**config.mk**
```make
export PLATFORM = sky130hd
export DESIGN_NAME = dps_poll_sched
export DESIGN_NICKNAME = d
export VERILOG_FILES = /design/src/rtl/dps_pkg.sv /design/src/rtl/dps_tick.sv /design/src/rtl/dps_ready.sv /design/src/rtl/dps_step.sv /design/src/rtl/dps_pwrdn.sv /design/src/rtl/dps_poll_sched.sv
export SDC_FILE = /design/constraint.sdc
export NUM_CORES = 1
export LEC_CHECK = 0
export BUFFER_PORTS_ARGS = -buffer_cell sky130_fd_sc_hd__buf_2
export CORE_MARGIN = 4
export CORE_UTILIZATION = 30
export DETAILED_ROUTE_END_ITERATION = 8
export PLACE_DENSITY = 0.59
export SLEW_MARGIN = 30
export SYNTH_ARGS = -nofsm -noshare
export SYNTH_HDL_FRONTEND = slang
export SYNTH_SLANG_ARGS = --single-unit
```
**constraint.sdc**
```tcl
create_clock -name clk -period 2.4 [get_ports clk]
set_input_delay 0 -clock clk [delete_from_list [all_inputs] [get_ports clk]]
set_output_delay 0 -clock clk [all_outputs]
set_load 0.005 [all_outputs]
```
**src/rtl/dps_pkg.sv**
```systemverilog
package dps_pkg;
  typedef enum logic [1:0] {
    ST_IDLE  = 2'd0,
    ST_SETUP = 2'd1,
    ST_PULSE = 2'd2,
    ST_HOLD  = 2'd3
  } step_state_t;
endpackage

```
**src/rtl/dps_tick.sv**
```systemverilog
module dps_tick #(
  parameter int TICK_CYC  = 50000,
  parameter int WIN_TICKS = 500
) (
  input  logic clk,
  input  logic rst_n,
  output logic tick_o,
  output logic win_open_o
);
  localparam int CW = (TICK_CYC > 1) ? $clog2(TICK_CYC) : 1;
  localparam int WW = $clog2(WIN_TICKS + 1);

  logic [CW-1:0] cyc_q;
  logic [WW-1:0] win_q;

  function automatic logic at_end(input logic [CW-1:0] c);
    return c == CW'(TICK_CYC - 1);
  endfunction

  assign tick_o     = at_end(cyc_q);
  assign win_open_o = (win_q < WW'(WIN_TICKS));

  always_ff @(posedge clk or negedge rst_n) begin
    if (!rst_n) begin
      cyc_q <= '0;
      win_q <= '0;
    end else begin
      cyc_q <= tick_o ? '0 : cyc_q + 1'b1;
      if (tick_o && win_open_o) win_q <= win_q + 1'b1;
    end
  end


  tick_period_chk: assert property (@(posedge clk) disable iff (!rst_n)
    tick_o |=> !tick_o || (TICK_CYC == 1));
endmodule

```
**src/rtl/dps_ready.sv**
```systemverilog
module dps_ready #(
  parameter int NDRV = 4
) (
  input  logic clk,
  input  logic rst_n,
  input  logic pass_i,
  input  logic win_open_i,
  input  logic cfg_wr_i,
  input  logic cfg_off_i,
  input  logic sense_i,
  output logic irq_o
);
  logic [NDRV-1:0] flags_q, flags_n;
  logic            off_q, off_n;
  logic            cfg_take;

  function automatic logic [NDRV-1:0] drop_lowest(input logic [NDRV-1:0] v);
    return v & (v - 1'b1);
  endfunction

  assign cfg_take = cfg_wr_i && win_open_i;

  always_comb begin
    flags_n = flags_q;
    off_n   = off_q;
    if (sense_i) flags_n = drop_lowest(flags_q);
    if (cfg_take) begin
      off_n = cfg_off_i;
      if (cfg_off_i) flags_n = '0;
    end
  end

  always_ff @(posedge clk or negedge rst_n) begin
    if (!rst_n) begin
      flags_q <= '1;
      off_q   <= 1'b0;
      irq_o   <= 1'b0;
    end else begin
      flags_q <= flags_n;
      off_q   <= off_n;
      if (flags_n == '0)                 irq_o <= 1'b0;
      else if (pass_i && !off_n)         irq_o <= 1'b1;
    end
  end


  irq_clear_chk: assert property (@(posedge clk) disable iff (!rst_n)
    (flags_q == '0) |=> !irq_o);

  late_cfg_chk: assert property (@(posedge clk) disable iff (!rst_n)
    (cfg_wr_i && !win_open_i) |=> $stable(off_q));

  sense_one_chk: assert property (@(posedge clk) disable iff (!rst_n)
    (sense_i && !cfg_wr_i && flags_q != '0) |=>
      ($countones(flags_q) + 1 == $countones($past(flags_q))));
endmodule

```
**src/rtl/dps_step.sv**
```systemverilog
module dps_step
  import dps_pkg::*;
#(
  parameter int NDRV = 4
) (
  input  logic            clk,
  input  logic            rst_n,
  input  logic            pass_i,
  input  logic [NDRV-1:0] req_i,
  input  logic [NDRV-1:0] dir_i,
  output logic            step_o,
  output logic            dir_o
);
  localparam int IW = (NDRV > 1) ? $clog2(NDRV) : 1;

  step_state_t     st_q;
  logic [NDRV-1:0] pend_q, pdir_q, clr;
  logic [IW-1:0]   sel;
  logic            launch;

  function automatic logic [IW-1:0] first_set(input logic [NDRV-1:0] v);
    logic [IW-1:0] r;
    r = '0;
    for (int i = NDRV - 1; i >= 0; i--)
      if (v[i]) r = IW'(i);
    return r;
  endfunction

  assign sel    = first_set(pend_q);
  assign launch = pass_i && (pend_q != '0) && (st_q == ST_IDLE);
  assign clr    = launch ? (NDRV'(1) << sel) : '0;

  always_ff @(posedge clk or negedge rst_n) begin
    if (!rst_n) begin
      st_q   <= ST_IDLE;
      pend_q <= '0;
      pdir_q <= '0;
      step_o <= 1'b0;
      dir_o  <= 1'b0;
    end else begin
      pend_q <= (pend_q & ~clr) | req_i;
      for (int i = 0; i < NDRV; i++)
        if (req_i[i]) pdir_q[i] <= dir_i[i];
      unique case (st_q)
        ST_IDLE:  if (launch) begin
                    dir_o <= pdir_q[sel];
                    st_q  <= ST_SETUP;
                  end
        ST_SETUP: begin step_o <= 1'b1; st_q <= ST_PULSE; end
        ST_PULSE: begin step_o <= 1'b0; st_q <= ST_HOLD;  end
        ST_HOLD:  st_q <= ST_IDLE;
        default:  st_q <= ST_IDLE;
      endcase
    end
  end


  step_width_chk: assert property (@(posedge clk) disable iff (!rst_n)
    step_o |=> !step_o);

  dir_setup_chk: assert property (@(posedge clk) disable iff (!rst_n)
    step_o |-> $stable(dir_o));

  dir_hold_chk: assert property (@(posedge clk) disable iff (!rst_n)
    $fell(step_o) |-> $stable(dir_o));

  step_in_pass_chk: assert property (@(posedge clk) disable iff (!rst_n)
    $rose(step_o) |-> $past(pass_i, 2));
endmodule

```
**src/rtl/dps_pwrdn.sv**
```systemverilog
module dps_pwrdn #(
  parameter int PD_TICKS = 512
) (
  input  logic clk,
  input  logic rst_n,
  input  logic tick_i,
  input  logic pass_i,
  input  logic idle_i,
  input  logic moff_i,
  input  logic pd_en_i,
  output logic pd_o
);
  localparam int PW = $clog2(PD_TICKS + 1);

  logic          armed_q;
  logic [PW-1:0] cnt_q;

  function automatic logic wait_done(input logic [PW-1:0] c);
    return c >= PW'(PD_TICKS - 1);
  endfunction

  always_ff @(posedge clk or negedge rst_n) begin
    if (!rst_n) begin
      armed_q <= 1'b0;
      cnt_q   <= '0;
      pd_o    <= 1'b0;
    end else if (!idle_i || !pd_en_i) begin
      armed_q <= 1'b0;
      cnt_q   <= '0;
      pd_o    <= 1'b0;
    end else if (moff_i) begin
      armed_q <= 1'b1;
      cnt_q   <= '0;
    end else if (armed_q) begin
      if (tick_i && cnt_q < PW'(PD_TICKS)) cnt_q <= cnt_q + 1'b1;
      if (pass_i && wait_done(cnt_q)) pd_o <= 1'b1;
    end
  end


  pd_needs_en_chk: assert property (@(posedge clk) disable iff (!rst_n)
    !pd_en_i |=> !pd_o);

  pd_in_pass_chk: assert property (@(posedge clk) disable iff (!rst_n)
    $rose(pd_o) |-> ($past(pass_i) && $past(armed_q)));
endmodule

```
**src/rtl/dps_poll_sched.sv**
```systemverilog
module dps_poll_sched #(
  parameter int NDRV      = 4,
  parameter int TICK_CYC  = 50000,
  parameter int WIN_TICKS = 500,
  parameter int PD_TICKS  = 512
) (
  input  logic            clk,
  input  logic            rst_n,
  input  logic            idle_i,
  input  logic            cfg_wr_i,
  input  logic            cfg_poll_off_i,
  input  logic            sense_i,
  input  logic [NDRV-1:0] step_req_i,
  input  logic [NDRV-1:0] step_dir_i,
  input  logic            moff_i,
  input  logic            pd_en_i,
  output logic            irq_o,
  output logic            step_o,
  output logic            dir_o,
  output logic            pd_o
);
  logic tick_w, win_open_w, pass_w;

  assign pass_w = tick_w && idle_i;

  dps_tick #(.TICK_CYC(TICK_CYC), .WIN_TICKS(WIN_TICKS)) u_tick (
    .clk(clk), .rst_n(rst_n), .tick_o(tick_w), .win_open_o(win_open_w));

  dps_ready #(.NDRV(NDRV)) u_ready (
    .clk(clk), .rst_n(rst_n), .pass_i(pass_w), .win_open_i(win_open_w),
    .cfg_wr_i(cfg_wr_i), .cfg_off_i(cfg_poll_off_i), .sense_i(sense_i),
    .irq_o(irq_o));

  dps_step #(.NDRV(NDRV)) u_step (
    .clk(clk), .rst_n(rst_n), .pass_i(pass_w), .req_i(step_req_i),
    .dir_i(step_dir_i), .step_o(step_o), .dir_o(dir_o));

  dps_pwrdn #(.PD_TICKS(PD_TICKS)) u_pwrdn (
    .clk(clk), .rst_n(rst_n), .tick_i(tick_w), .pass_i(pass_w),
    .idle_i(idle_i), .moff_i(moff_i), .pd_en_i(pd_en_i), .pd_o(pd_o));


  no_irq_rise_busy_chk: assert property (@(posedge clk) disable iff (!rst_n)
    !pass_w |=> !$rose(irq_o));
endmodule

```
==> results.md <==
- The number of CTS-inserted buffers is 5.
- In this run the number of H-tree levels came out at 2.
- The library cell used as clock root buffer is sky130_fd_sc_hd__clkbuf_8.
- The dominant cell type by area after synthesis is sky130_fd_sc_hd__dfrtp_1.
- The later pin in the worst-skew pair is clocked with a latency of 0.31 ns.
- Yosys printed 0 warnings.
- The cell area power density is 473 nW/um2.
- The largest single stage delay on the critical path is 0.62 ns.
- The clock transition at the register clock pins on the worst setup and hold paths after CTS is 0.10 ns.
- After synthesis, the cell types taking the most area are sky130_fd_sc_hd__dfrtp_1 49%, sky130_fd_sc_hd__xor2_1 4.7%, sky130_fd_sc_hd__dfstp_2 4.0%.
- For this block, the via count after detailed routing is 2050.
- Together, buffers and inverters on the worst path number 0.
- Of the available clock period, the critical path in the final layout requires 0.976.
- The timing-limited maximum frequency is 0.427 GHz.
- The iteration count of the initial detailed-routing pass is 5.
- The number of setup buffers added after CTS is 0.
- The synthesized design contains 55 register bits.
- Counting the fill cells in the layout gives 824.
- Counting tap cells, the placed design contains a total of 376 instances.
- The type of the worst setup path is flip-flop to flip-flop.
- The diode insertion count for antenna repair is 0.
- The cell with the biggest individual delay on the critical path is sky130_fd_sc_hd__or4_4.
- The total wire length after detailed routing is 5.68 mm.
- The signal on the critical path passes through or4b_4 -> or4_4 -> or4_4 -> a21oi_1.
- The final weighted congestion in routability-driven placement is 0.805.
- Compared with the post-synthesis result, the final layout area differs by 23.7%.
- The number of pins with negative max-slew slack in the final report is 0.
- The max-capacitance violation count is 0.
- Once layout is done, the placed cells without fillers occupy 3250 um2.
- Setup repair after global routing could not meet its margin everywhere.
- The area share of the leading cell type in the synthesized netlist is 0.485.
- The number of buffers on the longest clock path is 2.
- The boundary pin count is 20.
- The number of global-route vias before repair was 2162.
- In this run the core area contains 33 standard-cell rows.
- The largest net degree at the start of global routing is 30.
- The number of hold-slack violations in the final timing report came to 0.
- Across the VDD grid, the largest voltage drop is 0.265 mV.
- The minimum clock period after layout is 2.34 ns.
- The die is 102 um wide.
- The power consumption is 1.54 mW.
- The worst-case hold slack is 0.0343 ns.
- The vertical die dimension is 102 um.
- The total congestion overflow is 0.
- The fraction of final layout cells with drive strength greater than 1 is 0.234.
- The clock skew is 0.0133 ns.
- The starting density of the core is 0.314.
- At the end of the flow, the number of nets in the layout was 316.
- At the pin with the least slew margin, the transition time is 0.743 ns.
- The worst path required time is 2.63 ns.
- The critical path arrival is 2.58 ns.
- The CTS tree is built.
- The library cell used most frequently in the layout, excluding fill and tap cells, is sky130_fd_sc_hd__dfrtp_1.
- The global-route wire length before repair is 9.60 mm.
- The number of nets in the synthesized netlist is 264.
- The run finished with clean final reports.
- The placeable core region is 8380 um2.
- The number of antenna violations at the first check in global routing is 0.
- The number of instances in the synthesized netlist is 242.
- The setup-violating endpoint count in the final report is 0.
- The top cell types in the final layout, fill and taps aside, are 51 x sky130_fd_sc_hd__dfrtp_1, 19 x sky130_fd_sc_hd__buf_2, 17 x sky130_fd_sc_hd__buf_4.
- The worst hold path belongs to the class primary input to flip-flop.
- The total die area is 10300 um2.
- The worst pin sits at a relative slew slack of 0.503.
- The proportion of synthesized flip-flops having asynchronous set or reset is 1.00.
- The number of enable-type register cells in the synthesized netlist is 0.
- The half-perimeter wire length after detailed placement is 3.76 mm.
- The sequential fraction of the synthesis area is 0.525.
- Once detail routing completed, the nets flagged for antenna violations numbered 0.
- The number of clock sinks is 55.
- The number of remaining DRC errors is 0.
- The first-iteration detailed-routing DRC count is 103.
- Summed over all cells, the static leakage comes to 1.45 nW.
- The synthesized area divided by synthesized cell count is 10.9 um2.
- The cell that appears most often on the critical path is sky130_fd_sc_hd__or4_4.
- In this run the worst path has a maximum fanout of 6.
- The netlist uses 46 different library cells.
- The category of the worst setup path launch point is a flip-flop.
- The final cell count without fillers is 400.
- Input and output buffers added on the ports amount to 19.
- The dominant register cell in the synthesized netlist is sky130_fd_sc_hd__dfrtp_1.
- Among cell families on the critical path, the largest total delay comes from simple AND/OR/NAND/NOR gates.
- Across every metal layer, demand over resource in global routing totals 0.113.
- The routed via count divided by cell count is 5.13.
- The setup TNS is 0 ns.
- The cell area reported after detailed placement is 2960 um2.
- The endpoint class of the critical path is a flip-flop.
- The combined area of all synthesized cells is 2630 um2.
- Dividing the detail-routed wire length by the instance count gives 14.2 um.
-- power by group --
part / internal [mW] / total [mW] / switching [mW]
Sequential: 0.935 / 0.941 / 0.00530
Clock: 0.205 / 0.517 / 0.312
Combinational: 0.0389 / 0.0818 / 0.0429
Total: 1.18 / 1.54 / 0.360
-- path summary, 6_finish.rpt --
path	start	to	slack, ns	depth (start not counted)
worst max-delay path	u_tick.cyc_q[11]$_DFF_PN0_	u_pwrdn.cnt_q[6]$_DFFE_PN0P_	0.06	4
worst min-delay path	cfg_wr_i	u_ready.off_q$_DFF_PN0_	0.03	4
worst max register to register	u_tick.cyc_q[11]$_DFF_PN0_	u_pwrdn.cnt_q[6]$_DFFE_PN0P_	0.06	4
worst min register to register	u_tick.cyc_q[0]$_DFF_PN0_	u_tick.cyc_q[0]$_DFF_PN0_	0.46	1
max in group asynchronous	rst_n	u_tick.win_q[5]$_DFFE_PN0P_	1.89	3
min in group asynchronous	rst_n	u_step.pend_q[3]$_DFF_PN0_	0.22	3
-- layout make-up --
class	count	area, um2	share of cell area
well taps	105	131	0.0404
multi-input cells	175	1270	0.389
clock inverters	2	12.5	0.00384
flip-flops and latches	55	1380	0.424
clock buffers	6	72.6	0.0223
inverters	7	26.3	0.00807
repair buffers	50	363	0.111
-- Yosys cell counts (all sizes together), types with 2 or more instances --
library cell / instances
or4b: 2
buf: 2
dfrtp: 51
o21ai: 7
a21oi: 11
o31ai: 8
nand3: 14
nor4: 4
a21o: 4
a211oi: 3
or4: 10
nor3: 5
and2: 6
nand2: 14
or2: 2
inv: 7
nand2b: 2
clkbuf: 5
xor2: 14
xnor2: 4
mux2i: 4
dfstp: 4
nand4: 6
nor2: 13
mux2: 7
and4: 4
and3: 6
or3: 2
ha: 6
-- layer usage --
metal  GRT usage  vias to the layer above  routed length, um
met2       0.207                       26               2890
met1       0.135                     1018               2610
met5           0                        -                  0
met3      0.0200                        6                144
li1            -                     1000                  -
met4      0.0348                        0                 42
-- registers in the layout, summed over array words and instances (netlist names) --
| register | flops |
|---|---|
| u_step.pdir_q | 4 |
| u_step.dir_o | 1 |
| u_ready.flags_q | 4 |
| u_step.st_q | 2 |
| u_step.step_o | 1 |
| u_tick.cyc_q | 16 |
| u_pwrdn.cnt_q | 10 |
| u_tick.win_q | 9 |
| u_pwrdn.armed_q | 1 |
| u_ready.irq_o | 1 |
| u_step.pend_q | 4 |
| u_ready.off_q | 1 |
| u_pwrdn.pd_o | 1 |
-- metrics by stage --
stage / utilization / setup slack, ns
floorplan: - / 0.0440
global placement: 0.353 / 0.0303
detailed placement: 0.353 / 0.00166
CTS: 0.381 / -0.000752
global route: 0.388 / -0.00934
finish: 0.388 / 0.0569
-- kinds of logic (layout without fill, tap and decap cells) --
logic type | count (synthesis) | in the layout | synth area share
flip-flops | 55 | 55 | 0.525
adder cells (fa/ha/maj) | 6 | 6 | 0.0285
buffers and inverters | 14 | 65 | 0.0233
multiplexers | 11 | 11 | 0.0452
AND/OR/NAND/NOR | 95 | 97 | 0.207
AO/OA/AOI/OAI | 43 | 43 | 0.111
XOR/XNOR | 18 | 18 | 0.0599
-- what timing repair did --
| item | 4_1_cts | 5_1_grt |
|---|---|---|
| pin swaps | 0 | 1 |
| hold buffers | 14 | 0 |
| setup endpoints to repair | 2 | 15 |
| cloned | 0 | 2 |
| hold endpoints to repair | 66 | 0 |
| gates resized for setup | 2 | 9 |
-- worst register-to-register path: cells and delay by family (launching register included) --
family	cells	cell delay, ns
AND/OR/NAND/NOR	3	1.73
flip-flops	1	0.39
AO/OA/AOI/OAI	1	0.15
(Power assumes the default switching activity.)
